--- config.mk ---
export PLATFORM = sky130hd
export DESIGN_NAME = alias_guard
export DESIGN_NICKNAME = d
export VERILOG_FILES = /design/src/rtl/alias_guard.sv
export SDC_FILE = /design/constraint.sdc
export NUM_CORES = 1
export LEC_CHECK = 0
export BUFFER_PORTS_ARGS = -buffer_cell sky130_fd_sc_hd__buf_2
export CAP_MARGIN = 20
export CORE_AREA = 4 4 206 208
export CTS_CLUSTER_DIAMETER = 60
export CTS_CLUSTER_SIZE = 20
export DETAILED_ROUTE_END_ITERATION = 16
export DIE_AREA = 0 0 210 212
export GPL_TIMING_DRIVEN = 0
export PLACE_DENSITY_LB_ADDON = 0.3
export SYNTH_ARGS = -nofsm -noshare
export SYNTH_HDL_FRONTEND = slang
export SYNTH_SLANG_ARGS = --single-unit
--- constraint.sdc ---
create_clock -name clk -period 6.7 [get_ports clk]
set_input_delay 1.34 -clock clk [delete_from_list [all_inputs] [get_ports clk]]
set_output_delay 1.34 -clock clk [all_outputs]
set_load 0.01 [all_outputs]
--- src/rtl/alias_guard.sv ---
module alias_guard #(
  parameter int ENTRIES = 8,
  parameter int AW = 32,
  localparam int IW = (ENTRIES > 1) ? $clog2(ENTRIES) : 1
) (
  input  logic          clk,
  input  logic          rst_n,
  input  logic          prot_vld,
  input  logic [AW-1:0] prot_addr,
  input  logic [1:0]    prot_size,
  input  logic          chk_vld,
  input  logic [AW-1:0] chk_addr,
  input  logic [1:0]    chk_size,
  input  logic          clr,
  output logic          full,
  output logic          ovf,
  output logic          fault,
  output logic [IW-1:0] fault_idx
);
  localparam logic [AW:0] ONE = {{AW{1'b0}}, 1'b1};

  logic [ENTRIES-1:0] vld;
  logic [ENTRIES-1:0] hit;
  logic [AW-1:0]      base [ENTRIES];
  logic [1:0]         sz   [ENTRIES];
  logic [IW-1:0]      hit_idx, free_idx;

  wire [AW:0] chk_lo = {1'b0, chk_addr};
  wire [AW:0] chk_hi = chk_lo + (ONE << chk_size);

  for (genvar i = 0; i < ENTRIES; i++) begin : g_cmp
    wire [AW:0] lo = {1'b0, base[i]};
    wire [AW:0] hi = lo + (ONE << sz[i]);
    assign hit[i] = vld[i] && (lo < chk_hi) && (chk_lo < hi);
  end

  always_comb begin
    hit_idx  = '0;
    free_idx = '0;
    for (int i = ENTRIES - 1; i >= 0; i--) begin
      if (hit[i])  hit_idx  = IW'(i);
      if (!vld[i]) free_idx = IW'(i);
    end
  end

  assign full = &vld;

  always_ff @(posedge clk) begin
    if (!rst_n) begin
      vld       <= '0;
      ovf       <= 1'b0;
      fault     <= 1'b0;
      fault_idx <= '0;
    end else begin
      fault <= chk_vld && ((|hit) || ovf);
      if (chk_vld) fault_idx <= hit_idx;
      if (clr) begin
        vld <= '0;
        ovf <= 1'b0;
      end else if (prot_vld) begin
        if (full) ovf <= 1'b1;
        else      vld[free_idx] <= 1'b1;
      end
    end
  end

  always_ff @(posedge clk) begin
    if (prot_vld && !clr && !full) begin
      base[free_idx] <= prot_addr;
      sz[free_idx]   <= prot_size;
    end
  end
endmodule

==> results of run 1 <==
tightest hold or removal path: stages (launching register included):
cell and delay, ns:
sky130_fd_sc_hd__dfxtp_1 0.35, sky130_fd_sc_hd__a21oi_1 0.05, sky130_fd_sc_hd__nor2_1 0.07
state kept, by name, indices dropped and copies added (netlist names):
register,cells
ovf,1
fault,1
base,256
sz,16
fault_idx,3
vld,8
worst max-delay path by stage:
stage | endpoint | start | depth (start not counted) | slack (ns)
2_1_floorplan | fault_idx[2]$_SDFFE_PN0P_ | chk_size[0] | 19 | 1.56
3_3_place_gp | fault_idx[2]$_SDFFE_PN0P_ | chk_addr[1] | 18 | -0.67
3_5_place_dp | fault_idx[2]$_SDFFE_PN0P_ | chk_addr[0] | 17 | -0.48
4_1_cts | fault_idx[2]$_SDFFE_PN0P_ | chk_addr[0] | 17 | 0.05
5_1_grt | fault_idx[2]$_SDFFE_PN0P_ | chk_addr[1] | 20 | 0.02
6_report | fault_idx[2]$_SDFFE_PN0P_ | chk_addr[1] | 20 | 0.18
routing by layer:
layer,vias up,share of wire [%]
met3,205,7.9
met2,830,46
met4,2,4.6
met1,9959,41
met5,-,0.017
li1,9872,-
through the flow:
| stage | std cells | setup TNS [ns] | area (um2) | hold slack [ns] | total power, W |
|---|---|---|---|---|---|
| after global routing | 3186 | 0 | 27800 | 0.557 | 0.00451 |
| after floorplan | 2495 | 0 | 25400 | 0.459 | 0.00238 |
| final | 3186 | 0 | 27800 | 0.508 | 0.00434 |
| after global placement | 3105 | -2.46 | 26400 | 0.488 | 0.00261 |
| after CTS | 3173 | 0 | 27600 | 0.511 | 0.00434 |
| after detailed placement | 3119 | -1.70 | 26600 | 0.492 | 0.00266 |
cell type report:
| cell class | instances | area (um2) | share of cell area, % |
|---|---|---|---|
| Tap cell | 532 | 666 | 2.40 |
| Sequential cell | 285 | 8430 | 30.4 |
| Buffer | 6 | 22.5 | 0.0812 |
| Inverter | 41 | 154 | 0.555 |
| Clock buffer | 30 | 729 | 2.63 |
| Multi-Input combinational cell | 2163 | 16800 | 60.6 |
| Timing Repair Buffer | 105 | 649 | 2.34 |
| Clock inverter | 24 | 283 | 1.02 |
cell usage in the layout, fill, tap and decap left out, types with 14 or more instances in the layout:
cell,n
sky130_fd_sc_hd__a2111oi_0,14
sky130_fd_sc_hd__inv_1,40
sky130_fd_sc_hd__xor2_1,160
sky130_fd_sc_hd__a211oi_1,39
sky130_fd_sc_hd__o211ai_1,17
sky130_fd_sc_hd__nand4_1,102
sky130_fd_sc_hd__and3_1,43
sky130_fd_sc_hd__a21o_1,63
sky130_fd_sc_hd__edfxtp_1,272
sky130_fd_sc_hd__and4_1,46
sky130_fd_sc_hd__o21ai_0,86
sky130_fd_sc_hd__xnor2_1,108
sky130_fd_sc_hd__nor2b_1,40
sky130_fd_sc_hd__clkbuf_16,29
sky130_fd_sc_hd__a21oi_1,184
sky130_fd_sc_hd__nor3_1,30
sky130_fd_sc_hd__o21ai_1,19
sky130_fd_sc_hd__and2_1,24
sky130_fd_sc_hd__buf_2,78
sky130_fd_sc_hd__nand3_1,108
sky130_fd_sc_hd__ha_1,532
sky130_fd_sc_hd__nor2_1,164
sky130_fd_sc_hd__nand2_1,219
sky130_fd_sc_hd__buf_4,19
power by group:
group          switching (W)  internal, W  leakage [nW]
Combinational       0.000424     0.000239          8.03
Clock               0.000839     0.000863         0.498
Sequential         0.0000151      0.00196          2.56
repair_timing:
action / CTS / global route
endpoints found under the setup margin: 0 / 4
setup buffers: 0 / 0
resized for setup: 0 / 3
hold buffers: 0 / 0
cells by family (layout without fill, tap and decap cells):
family	after synthesis	count (layout)	share of synthesized area, %
buffers and inverters	47	206	0.696
AOI/OAI and AO/OA	511	511	12.8
and+or+nand+nor	841	841	17.0
DFF	285	285	33.2
xor gates and xnor gates	270	270	9.33
adders and majority gates	541	541	27.0
==> out/summary.md, run 1 <==
Entering global routing, the biggest net connects 35 pins. At the later pin of the worst-skew pair, clock insertion delay measures 0.58 ns. The TritonCTS sink count is 285, and the area of the die is 0.0445 mm2. The worst path in the final design needs a cycle of 6.52 ns, including I/O delays and setup. For the count of nets left with antenna violations after detail routing, the log shows 0. The fraction of met2 tracks used by global routing is 53.4%, and the sequential area share after synthesis is 33.2%. The routed wirelength normalized by instance count works out to 22.5 um. From synthesis to final layout, the design area changed by 9.44%. The static leakage power is 11.1 nW. The Yosys step of the flow raised 0 warnings. Along the worst path, the maximum fanout reaches 10. Sorting the synthesized cells by area gives the leading types as sky130_fd_sc_hd__edfxtp_1 (32%), sky130_fd_sc_hd__ha_1 (26%), sky130_fd_sc_hd__xor2_1 (5.6%). The power density relative to cell area was 157 mW/mm2. After global routing, the most crowded layer is met2. The relative slew slack is 20.0%. Counting flops with a built-in enable in the synthesized netlist gives 272.

At the worst endpoint, the required time is 7.23 ns. The routed layout has 20900 vias. The largest total area in the synthesized netlist belongs to sky130_fd_sc_hd__edfxtp_1.

Setup slack closes at 0.182 ns. Detailed placement ended at an HPWL of 57700 um. The final number of hold-violating endpoints was 0; the distinct cell type count after synthesis was 69.

Global routing consumed, on the met1 layer, 41.7% of the routing resources. The congestion estimate from routability-driven global placement came to 0.979. The kind of path behind the tightest hold check is reg2reg. Global routing used 3.93% of the available met3 tracks. The final routed DRC violation total was 0; the worst reg2reg path depth was 22. The final cycle utilization of the critical path is 97.3%, and the area fraction of the dominant cell type after synthesis is 32.2%.

The post-layout utilization of the core is 68.4%, and the post-synthesis instance area is 0.0254 mm2. The floorplan step set the die width to 210 um. For flop-to-flop paths, the worst setup slack is 1.35 ns.

The ratio of cells with drive above 1 in the final layout works out to 6.93%. Cell with the most instances after synthesis: sky130_fd_sc_hd__ha_1. The tools report the overall overflow remaining after global route as 0. The buffer depth of the longest clock path came out at 3.

Setup violations remaining at the end of the flow were counted as 0. Timing would allow up to 153 MHz. The first detailed-routing pass ran for 8 iterations. At the end of the flow, the number of nets in the layout was 3245.

The cell at the slowest stage of the critical path is sky130_fd_sc_hd__or4_1. The worst reg2reg path startpoint is sz[7][0]$_DFFE_PP_. The number of cells produced by synthesis is 2495. By count the netlist is led by sky130_fd_sc_hd__ha_1 (532), sky130_fd_sc_hd__edfxtp_1 (272), sky130_fd_sc_hd__nand2_1 (219).

By startpoint and endpoint, the worst setup path is classified as in2reg. Setup repair after global routing left no endpoint under its margin. 0 antenna diodes ended up in the layout. The floorplan die height came out at 212 um. For the pin with the worst max-slew slack, the measured transition is 1.20 ns.

The run gives 74 as the number of standard-cell rows in the floorplan. The number of max-cap violations came out at 0. The proportion of register bits with asynchronous set or reset after synthesis works out to 0%.

VDD sags by at most 0.234 mV. TritonCTS built the clock tree. For this run, the leading register cell type out of synthesis is sky130_fd_sc_hd__edfxtp_1. The synthesized area divided by synthesized cell count works out to 10.2 um2. The worst setup slack before clock tree synthesis was -0.484 ns; the flip-flop and latch count after synthesis was 285. The cell seen most often among critical-path stages was sky130_fd_sc_hd__nor2_1.

Summed over all layers, the routed wires come to 71800 um. Walking the worst path, the cells encountered are buf_2 > ha_1 > a21o_1 > a21oi_1 > o21bai_1 > nand3_1 > nor2_1 > nand2_1 > nor2_1 > xnor2_1 > buf_6 > ha_1 > nand4_1 > or4_1 > a2111oi_0 > a21oi_1 > o221ai_2 > nand2_1 > nor2_1 > a41o_1. The data arrival time of the worst path was 7.05 ns; the number of I/O port buffers was 78.

After filler insertion, the fill cell instance count of the layout stands at 3048. The largest clock skew in the final design came out at 0.0129 ns. Along the worst hold path, the cell count comes to 2.

The run finished with clean final reports. The first global-routing pass estimated 110000 um of wire. After clock tree synthesis, the clock-pin slew on the worst setup and hold paths is 0.07 ns.

The destination of the worst hold path is vld[6]$_SDFFE_PP0P_. Via count of the first global-routing pass: 21000. Using the TritonRoute via totals, the vias-per-cell ratio works out to 6.55.

For the synthesized netlist net count, the log shows 3109. The kind of cell with the highest combined delay along the critical path is compound AO/OA/AOI/OAI gates. The detailed router finished its first iteration with 1666 violations. Clock tree synthesis inserted a total of 29 buffers. The run gives 31.7% as the all-layer global routing usage.

The element type at the critical path end is a flip-flop. CTS placed an instance of sky130_fd_sc_hd__clkbuf_16 at the clock tree root. After floorplanning, the core was sized to cover 0.0406 mm2. The startpoint type of the worst setup path is an input pin. The largest single stage delay on the critical path is 0.65 ns.

The worst hold path begins at vld[6]$_SDFFE_PP0P_. During I/O placement, the number of pins put on the boundary was 79. The logs give 1 for the maximum level of the CTS H-tree and 0 for the final count of pins violating max slew. In this run the critical register-to-register path is captured at fault_idx[1]$_SDFFE_PN0P_.

The buffers plus inverters on the worst setup path came out at 2. The logs give 62.5% for the initial cell density of the core and 2 for the initial antenna violation count.
Power figures use the tool's default switching activity.
==> run 2: changes to the inputs <==
==> constraint.sdc (replaced) <==
create_clock -name clk -period 7.35 [get_ports clk]
set_input_delay 1.47 -clock clk [delete_from_list [all_inputs] [get_ports clk]]
set_output_delay 1.47 -clock clk [all_outputs]
set_load 0.01 [all_outputs]
==> run 2 against run 1 <==
Effect of this change: clock power decreased by 9%; first-iteration DRC count decreased by 5.6%; final cell count unchanged; sequential power decreased by 9%; global-route usage unchanged; register-to-register slack improved by 0.64 ns; clock skew about the same; critical endpoint unchanged.
==> out/summary.md, run 2 (synthesized netlist as in run 1, its figures left out) <==
TritonCTS built the clock tree. The layout overhead on the synthesized area was 9.36% (about the same); the met1 wire length was 29800 um (+0.93%). The area of the die was 0.0445 mm2 (unchanged). The top register by number of flip-flops is base. The largest registers in the layout are base x256, sz x16, vld x8.

The via count of the first global-routing pass was 21000 (unchanged); the ratio of cells with drive above 1 in the final layout was 6.82% (-0.11 points). Number of I/O pins: 79 (unchanged). The flow ran to the end, and the final reports show no timing, DRC or antenna violations.

Floorplan die height: 212 um (unchanged). The cell sitting at the root of the clock tree is a sky130_fd_sc_hd__clkbuf_16. The critical path goes through buf_2 > nand4_1 > nor2_1 > nand3_1 > nor2_1 > nand4_1 > xor2_1 > ha_1 > nand4_1 > or4_1 > a2111oi_0 > a21oi_1 > o221ai_1 > nand2_1 > nor2_1 > a41o_1.

The overall overflow remaining after global route came out at 0 (unchanged). For this design, the slowest cell found on the critical path is sky130_fd_sc_hd__xor2_1. Leaving out fill and tap cells, the most frequent cell in the layout is sky130_fd_sc_hd__ha_1. The min-delay analysis places its worst path in the category reg2reg.

Total of fill cells in the finished design: 3049 (+0.033%). Static leakage power: 11.1 nW (about the same). In the finished design, the share of the clock period the worst path needs comes to 94.2%. The final count of pins violating max slew is 0 (unchanged), and the number of max-cap violations is 0 (unchanged). Count of buffers added by post-CTS timing repair for setup: 0 (unchanged). The critical path starts at chk_addr[5]. The run gives 3245 (unchanged) as the number of nets in the layout.

The tools report the number of cells upsized or downsized after cts as 0 (unchanged). The overall via count from detail_route was 20900 (+0.37%). The overall power is 0.00396 W (-8.8%). The tools report the endpoint of the lowest-slack register-to-register path as fault_idx[1]$_SDFFE_PN0P_. Number of gates on the worst path with buffers counted: 16 (-20%). Setup repair after global routing left no endpoint under its margin. The top routing layer in use is met4. The initial cell density of the core is 62.5% (unchanged). The clock latency on the worst-skew pair was 0.58 ns (about the same). Total routed wirelength: 71800 um (about the same).

The startpoint type of the worst setup path is an input pin. The final non-filler cell area is 0.0277 mm2 (about the same), and the flip-flop count of the largest register, all copies and words added is 256 (unchanged). The path type of the worst setup path is in2reg. Antenna diode count: 0 (unchanged).

The tools report the all-layer global routing usage as 31.7% (unchanged). The largest net degree at the start of global routing was 35 (unchanged); the slew at the pin closest to its max-slew limit was 1.19 ns (-0.00722 ns). The first-pass GRT wire length was 110000 um (unchanged); the floorplan die width was 210 um (unchanged).

The logs give 3 (unchanged) for the buffer depth of the longest clock path and 57700 um (unchanged) for the detailed placer's ending HPWL. For the number of optimization iterations in the first detailed-route pass, the log shows 6 (-2). Based on the critical path, the design can be clocked at up to 144 MHz. The relative slew slack was 20.2% (+0.18 points).

The maximum ir drop on the vdd rail was 0.213 mV (-9.0%); the total clock buffers created by CTS was 29 (unchanged). The power density relative to cell area works out to 143 mW/mm2 (-8.8%). Number of I/O port buffers: 78 (unchanged).

The tools report the required time of the critical path as 7.88 ns (+0.65 ns). The worst reg2reg path depth works out to 22 (unchanged). The number of endpoints failing setup at the final stage came out at 0 (unchanged). The data arrival time of the worst path is 7.45 ns (+0.40 ns). The TritonCTS sink count came out at 285 (unchanged).

The weighted congestion at the end of routability-driven global placement was 0.979 (unchanged); the largest clock skew in the final design was 0.0125 ns (-0.000416 ns). The area of the core region was 0.0406 mm2 (unchanged); the placed standard-cell area was 0.0266 mm2 (unchanged). The routed wirelength normalized by instance count is 22.5 um (about the same). The family with the most delay on the worst path is simple AND/OR/NAND/NOR gates. The number of hold buffers added after CTS came out at 0 (unchanged).

The critical path's largest stage delay came out at 0.91 ns (+0.26 ns). The tools report the final number of hold-violating endpoints as 0 (unchanged). The worst path in the final design needs a cycle of 6.92 ns, including I/O delays and setup. The final routed DRC violation total is 0 (unchanged). Leaving out fill and tap cells, the most frequent cells in the layout are sky130_fd_sc_hd__ha_1 (532), sky130_fd_sc_hd__edfxtp_1 (272), sky130_fd_sc_hd__nand2_1 (219).

Routed length on met3: 5410 um (-4.3%). The tools report the routed wire length on met2 as 33300 um (+0.14%). The count of nets left with antenna violations after detail routing came out at 0 (unchanged). Following the worst setup path forward leads to its endpoint at fault_idx[2]$_SDFFE_PN0P_.

The buffers plus inverters on the worst setup path is 1 (-1), and the worst-path maximum fanout is 12 (+2). The register-to-register setup slack was 1.99 ns (+0.64 ns); the number of standard-cell rows in the floorplan was 74 (unchanged). For the detailed router's first-iteration violation count, the log shows 1573 (-5.6%). The mean number of vias per cell is 6.57 (+0.37%).

The worst reg2reg path startpoint is sz[7][0]$_DFFE_PP_. The worst setup path is captured at a flip-flop. The maximum level of the CTS H-tree is 1 (unchanged), and the clock-pin slew of the registers on the worst-case setup and hold paths is 0.08 ns (about the same). The run gives 1 (-1) as the initial antenna violation count.
-- run 2: metrics by stage --
| step | util, % | hold slack [ns] | setup slack (ns) | instances | setup TNS [ns] |
|---|---|---|---|---|---|
| 2_1_floorplan | - | 0.459 | 2.08 | 2495 | 0 |
| 3_3_place_gp | 65.1 | 0.488 | -0.148 | 3105 | -0.377 |
| 3_5_place_dp | 65.6 | 0.492 | 0.0358 | 3119 | 0 |
| 4_1_cts | 68.1 | 0.511 | 0.573 | 3173 | 0 |
| 5_1_grt | 68.4 | 0.557 | 0.109 | 3186 | 0 |
| 6_report | 68.4 | 0.509 | 0.428 | 3186 | 0 |
-- run 2: power breakdown --
part,switching [W],internal [W]
combinational,0.000387,0.000218
sequential,0.0000138,0.00179
clock,0.000765,0.000787
total,0.00117,0.00279
-- run 2: layout make-up --
type	instances	area (um2)	share of cell area, %
multi-input cells	2163	16800	60.6
flip-flops and latches	285	8430	30.4
clock buffers	30	729	2.63
well taps	532	666	2.40
repair buffers	105	649	2.34
clock inverters	24	283	1.02
inverters	41	154	0.555
plain buffers	6	22.5	0.0812
-- run 2: worst register-to-register path, delay by kind of cell (launching register included) --
kind                     cells  cell delay, ns
flip-flops                   1            0.42
XOR/XNOR                     1            0.17
adder cells (fa/ha/maj)      2            0.57
AO/OA/AOI/OAI                9            2.05
AND/OR/NAND/NOR              9            2.01
buffers and inverters        1            0.06
-- run 2: how the worst min path moves through the flow --
stage | startpoint | to | slack [ns] | depth (start not counted)
CTS | vld[6]$_SDFFE_PP0P_ | vld[6]$_SDFFE_PP0P_ | 0.51 | 2
finish | vld[6]$_SDFFE_PP0P_ | vld[6]$_SDFFE_PP0P_ | 0.51 | 2
floorplan | vld[6]$_SDFFE_PP0P_ | vld[6]$_SDFFE_PP0P_ | 0.46 | 2
global route | fault_idx[1]$_SDFFE_PN0P_ | fault_idx[1]$_SDFFE_PN0P_ | 0.56 | 2
global placement | vld[6]$_SDFFE_PP0P_ | vld[6]$_SDFFE_PP0P_ | 0.49 | 2
detailed placement | vld[6]$_SDFFE_PP0P_ | vld[6]$_SDFFE_PP0P_ | 0.49 | 2
-- run 2: layer usage --
metal | GRT usage, % | vias to the layer above
met1 | 41.7 | 10100
li1 | - | 9884
met2 | 53.4 | 759
met5 | 0 | -
met4 | 13.1 | 0
met3 | 3.93 | 208
==> run 3: changes to the inputs <==
--- a/config.mk
+++ b/config.mk
@@ -12,8 +12,8 @@
 export CTS_CLUSTER_SIZE = 20
 export DETAILED_ROUTE_END_ITERATION = 16
 export DIE_AREA = 0 0 210 212
-export GPL_TIMING_DRIVEN = 0
 export PLACE_DENSITY_LB_ADDON = 0.3
+export RECOVER_POWER = 50
 export SYNTH_ARGS = -nofsm -noshare
 export SYNTH_HDL_FRONTEND = slang
 export SYNTH_SLANG_ARGS = --single-unit
==> run 3 against run 2 <==
Effect of this change: clock power increased by 6%; worst hold slack improved by 0.035 ns; clock skew increased by 0.013 ns; global-route usage increased by 3.1 points; total power increased by 2.5%; critical path type unchanged; maximum frequency increased by 15%.
==> out/summary.md, run 3 (synthesized netlist as in run 1, its figures left out) <==
For the maximum clock frequency, the log shows 166 MHz (+15%). Kind of path behind the tightest hold check: reg2reg. The run gives 0.544 ns (+0.0351 ns) as the worst hold slack. Buffer depth of the longest clock path: 3 (unchanged). The logs give 2663 (+69%) for the detailed router's first-iteration violation count and 0 (unchanged) for the count of nets left with antenna violations after detail routing.

The routed length on met3 was 8370 um (+55%). The relative slew slack is 20.8% (+0.55 points). The logs give 78900 um (+9.9%) for the total routed wirelength and 3242 (-0.092%) for the number of nets in the layout. The run gives 6.52 ns (-0.93 ns) as the data arrival time of the worst path.

The buffers plus inverters on the worst setup path is 1 (unchanged). The final number of hold-violating endpoints is 0 (unchanged), and the floorplan die width is 210 um (unchanged). Setup repair after global routing left no endpoint under its margin. The worst-path maximum fanout is 8 (-4). The first-pass GRT wire length was 119000 um (+8.1%); the largest net degree at the start of global routing was 35 (unchanged). The startpoint type of the worst setup path is an input pin. The worst reg2reg path depth was 18 (-18%). TritonCTS built the clock tree.

For the final count of pins violating max slew, the log shows 0 (unchanged). Worst setup path startpoint: chk_size[1]. Detailed placer's ending HPWL: 63500 um (+10%). The worst hold path begins at vld[7]$_SDFFE_PP0P_. The overall via count from detail_route is 21500 (+2.5%). The ratio of cells with drive above 1 in the final layout is 5.54% (-1.3 points), and the final setup slack of the worst path is 1.32 ns (+0.892 ns). The number of I/O pins was 79 (unchanged). The top cell types in the final layout, fill and taps aside, are sky130_fd_sc_hd__ha_1 (532), sky130_fd_sc_hd__edfxtp_1 (272), sky130_fd_sc_hd__nand2_1 (219).

The tools report the routed wire length on met2 as 34100 um (+2.6%). The endpoint of the lowest-slack register-to-register path was fault_idx[2]$_SDFFE_PN0P_. The signal on the critical path passes through buf_2 > nor2_1 > ha_1 > fa_1 > nand3_1 > nand2_1 > nand3_1 > nor2_1 > nand2_1 > xor2_1 > ha_1 > a211oi_1 > nor2_1 > or4_1 > a2111oi_0 > o21a_1 > o32ai_1 > o21ai_0 > nor2_1 > a41o_1. The mean number of vias per cell is 6.75 (+2.6%). The total clock buffers created by CTS is 30 (+3.4%). The logs give 6 (unchanged) for the number of optimization iterations in the first detailed-route pass and 0 (unchanged) for the number of max-cap violations.

The layout overhead on the synthesized area came out at 9.25% (about the same). The clock share of power is 40.4% (+1.2 points). The required time of the critical path is 7.84 ns (-0.04 ns). The run gives 0.0445 mm2 (unchanged) as the area of the die.

The placed standard-cell area was 0.0266 mm2 (about the same); the register-to-register setup slack was 1.97 ns (-0.02 ns). The critical path's largest stage delay was 0.73 ns (-0.18 ns); the number of gates on the worst path with buffers counted was 20 (+4). The number of standard-cell rows in the floorplan is 74 (unchanged), and the clock latency on the worst-skew pair is 0.62 ns (+0.04 ns).

The final routed DRC violation total came out at 0 (unchanged). The worst setup slack before clock tree synthesis is 0.864 ns (+0.828 ns). The number of hold buffers added after CTS is 0 (unchanged), and the cell-internal power is 0.00282 W (+1.1%).

The worst reg2reg path startpoint was sz[0][0]$_DFFE_PP_. The cell at the slowest stage of the critical path was sky130_fd_sc_hd__xor2_1. The number of cells upsized or downsized after cts is 0 (unchanged), and the weighted congestion at the end of routability-driven global placement is 1.02 (+4.1%). The tree is rooted in a sky130_fd_sc_hd__clkbuf_16. The largest clock skew in the final design was 0.0257 ns (+0.0132 ns). The largest registers in the layout are base x256, sz x16, vld x8.

The tools report the final non-filler cell area as 0.0277 mm2 (about the same). The logs give 1 (unchanged) for the maximum level of the CTS H-tree and 3 (+2) for the initial antenna violation count. The met1 wire length was 33300 um (+12%); the TritonCTS sink count was 285 (unchanged). The static leakage power was 11.0 nW (-0.77%). The maximum ir drop on the vdd rail was 0.210 mV (-1.4%). The detailed router used layers up to and including met4.

The all-layer global routing usage is 34.8% (+3.1 points), and the final cycle utilization of the critical path is 82.0% (-12 points). Broken down by cell family, the worst path's largest delay share belongs to simple AND/OR/NAND/NOR gates. The power density relative to cell area is 146 mW/mm2 (+2.6%). The logs give 0 (unchanged) for the number of endpoints failing setup at the final stage and 0 (unchanged) for the overall overflow remaining after global route.

The run finished with clean final reports. The floorplan die height came out at 212 um (unchanged). The combinational cell fraction of total power was 15.1% (-0.2 points). The tools report the capturing instance or port of the critical path as fault_idx[2]$_SDFFE_PN0P_. The count of buffers added by post-CTS timing repair for setup is 0 (unchanged), and the sequential cell fraction of total power is 44.5% (-1.0 points). The routed wirelength normalized by instance count works out to 24.8 um (+9.9%).

The critical path is of the in2reg type. The leading cell type in the layout, fill and taps excluded was sky130_fd_sc_hd__ha_1. The tools report the switching power as 0.00123 W (+5.8%).

The tools report the element type at the critical path end as a flip-flop. The slew at the pin closest to its max-slew limit was 1.18 ns (-0.00819 ns); the switching power as a share of total power was 30.4% (+0.95 points). The via count of the first global-routing pass is 20900 (-0.49%). The number of I/O port buffers was 78 (unchanged).

By instance count, the cell type seen most on the critical path is sky130_fd_sc_hd__nor2_1. The top register by number of flip-flops was base. For the initial cell density of the core, the log shows 62.5% (unchanged). The flip-flop count of the largest register, all copies and words added came out at 256 (unchanged). The final critical path time including I/O delays and setup was 6.03 ns (-0.892 ns).

The antenna diode count was 0 (unchanged). The clock-pin slew of the registers on the worst-case setup and hold paths works out to 0.07 ns (about the same). The tools report the area of the core region as 0.0406 mm2 (unchanged). Setup total negative slack: 0 ns (unchanged).
==> run 3: cell types whose count changed in the layout (fill, tap and decap cells not counted), moves of 3 or more <==
cell,delta
sky130_fd_sc_hd__clkinv_4,-3
sky130_fd_sc_hd__inv_12,+4
sky130_fd_sc_hd__buf_2,-35
sky130_fd_sc_hd__buf_6,-5
sky130_fd_sc_hd__clkinv_8,+4
sky130_fd_sc_hd__inv_8,-5
sky130_fd_sc_hd__inv_6,-3
sky130_fd_sc_hd__buf_4,+9
sky130_fd_sc_hd__clkbuf_1,+28
==> run 3: worst min-delay path: cells and delay by family, from the launching register on <==
| family | cells | cell delay, ns |
|---|---|---|
| DFF | 1 | 0.38 |
| and+or+nand+nor | 1 | 0.08 |
| AOI/OAI and AO/OA | 1 | 0.06 |
==> run 3: worst min path at each step <==
stage | to | cells after the start | slack (ns)
final | vld[7]$_SDFFE_PP0P_ | 2 | 0.54
after global routing | vld[7]$_SDFFE_PP0P_ | 2 | 0.58
after CTS | vld[7]$_SDFFE_PP0P_ | 2 | 0.54
after detailed placement | vld[7]$_SDFFE_PP0P_ | 2 | 0.51
after global placement | vld[6]$_SDFFE_PP0P_ | 2 | 0.49
after floorplan | vld[6]$_SDFFE_PP0P_ | 2 | 0.46
==> run 3: layer usage <==
metal	up-vias	GRT usage [%]
li1	9873	-
met1	10300	50.7
met2	1102	54.1
met3	172	4.71
met4	0	11.6
met5	-	0
==> run 3: stage by stage <==
stage          instances  power (W)  util, %
2_1_floorplan       2495    0.00217        -
3_3_place_gp        3126    0.00240     65.7
6_report            3184    0.00406     68.3
5_1_grt             3184    0.00421     68.3
3_5_place_dp        3126    0.00243     65.7
4_1_cts             3182    0.00405     68.3
==> run 3: cell type report <==
class / count / area [um2]
clock inverters: 26 / 332
multi-input cells: 2163 / 16800
clock buffers: 30 / 751
repair buffers: 107 / 577
flip-flops and latches: 285 / 8430
well taps: 532 / 666
inverters: 41 / 154
fillers: 3100 / 12900
==> run 3: power by group through the flow <==
stage / Clock, W / Sequential [W] / Combinational [W]
floorplan: 0 / 0.00184 / 0.000330
global placement: 0 / 0.00184 / 0.000560
global route: 0.00173 / 0.00181 / 0.000673
CTS: 0.00165 / 0.00181 / 0.000596
detailed placement: 0 / 0.00184 / 0.000591
finish: 0.00164 / 0.00181 / 0.000611
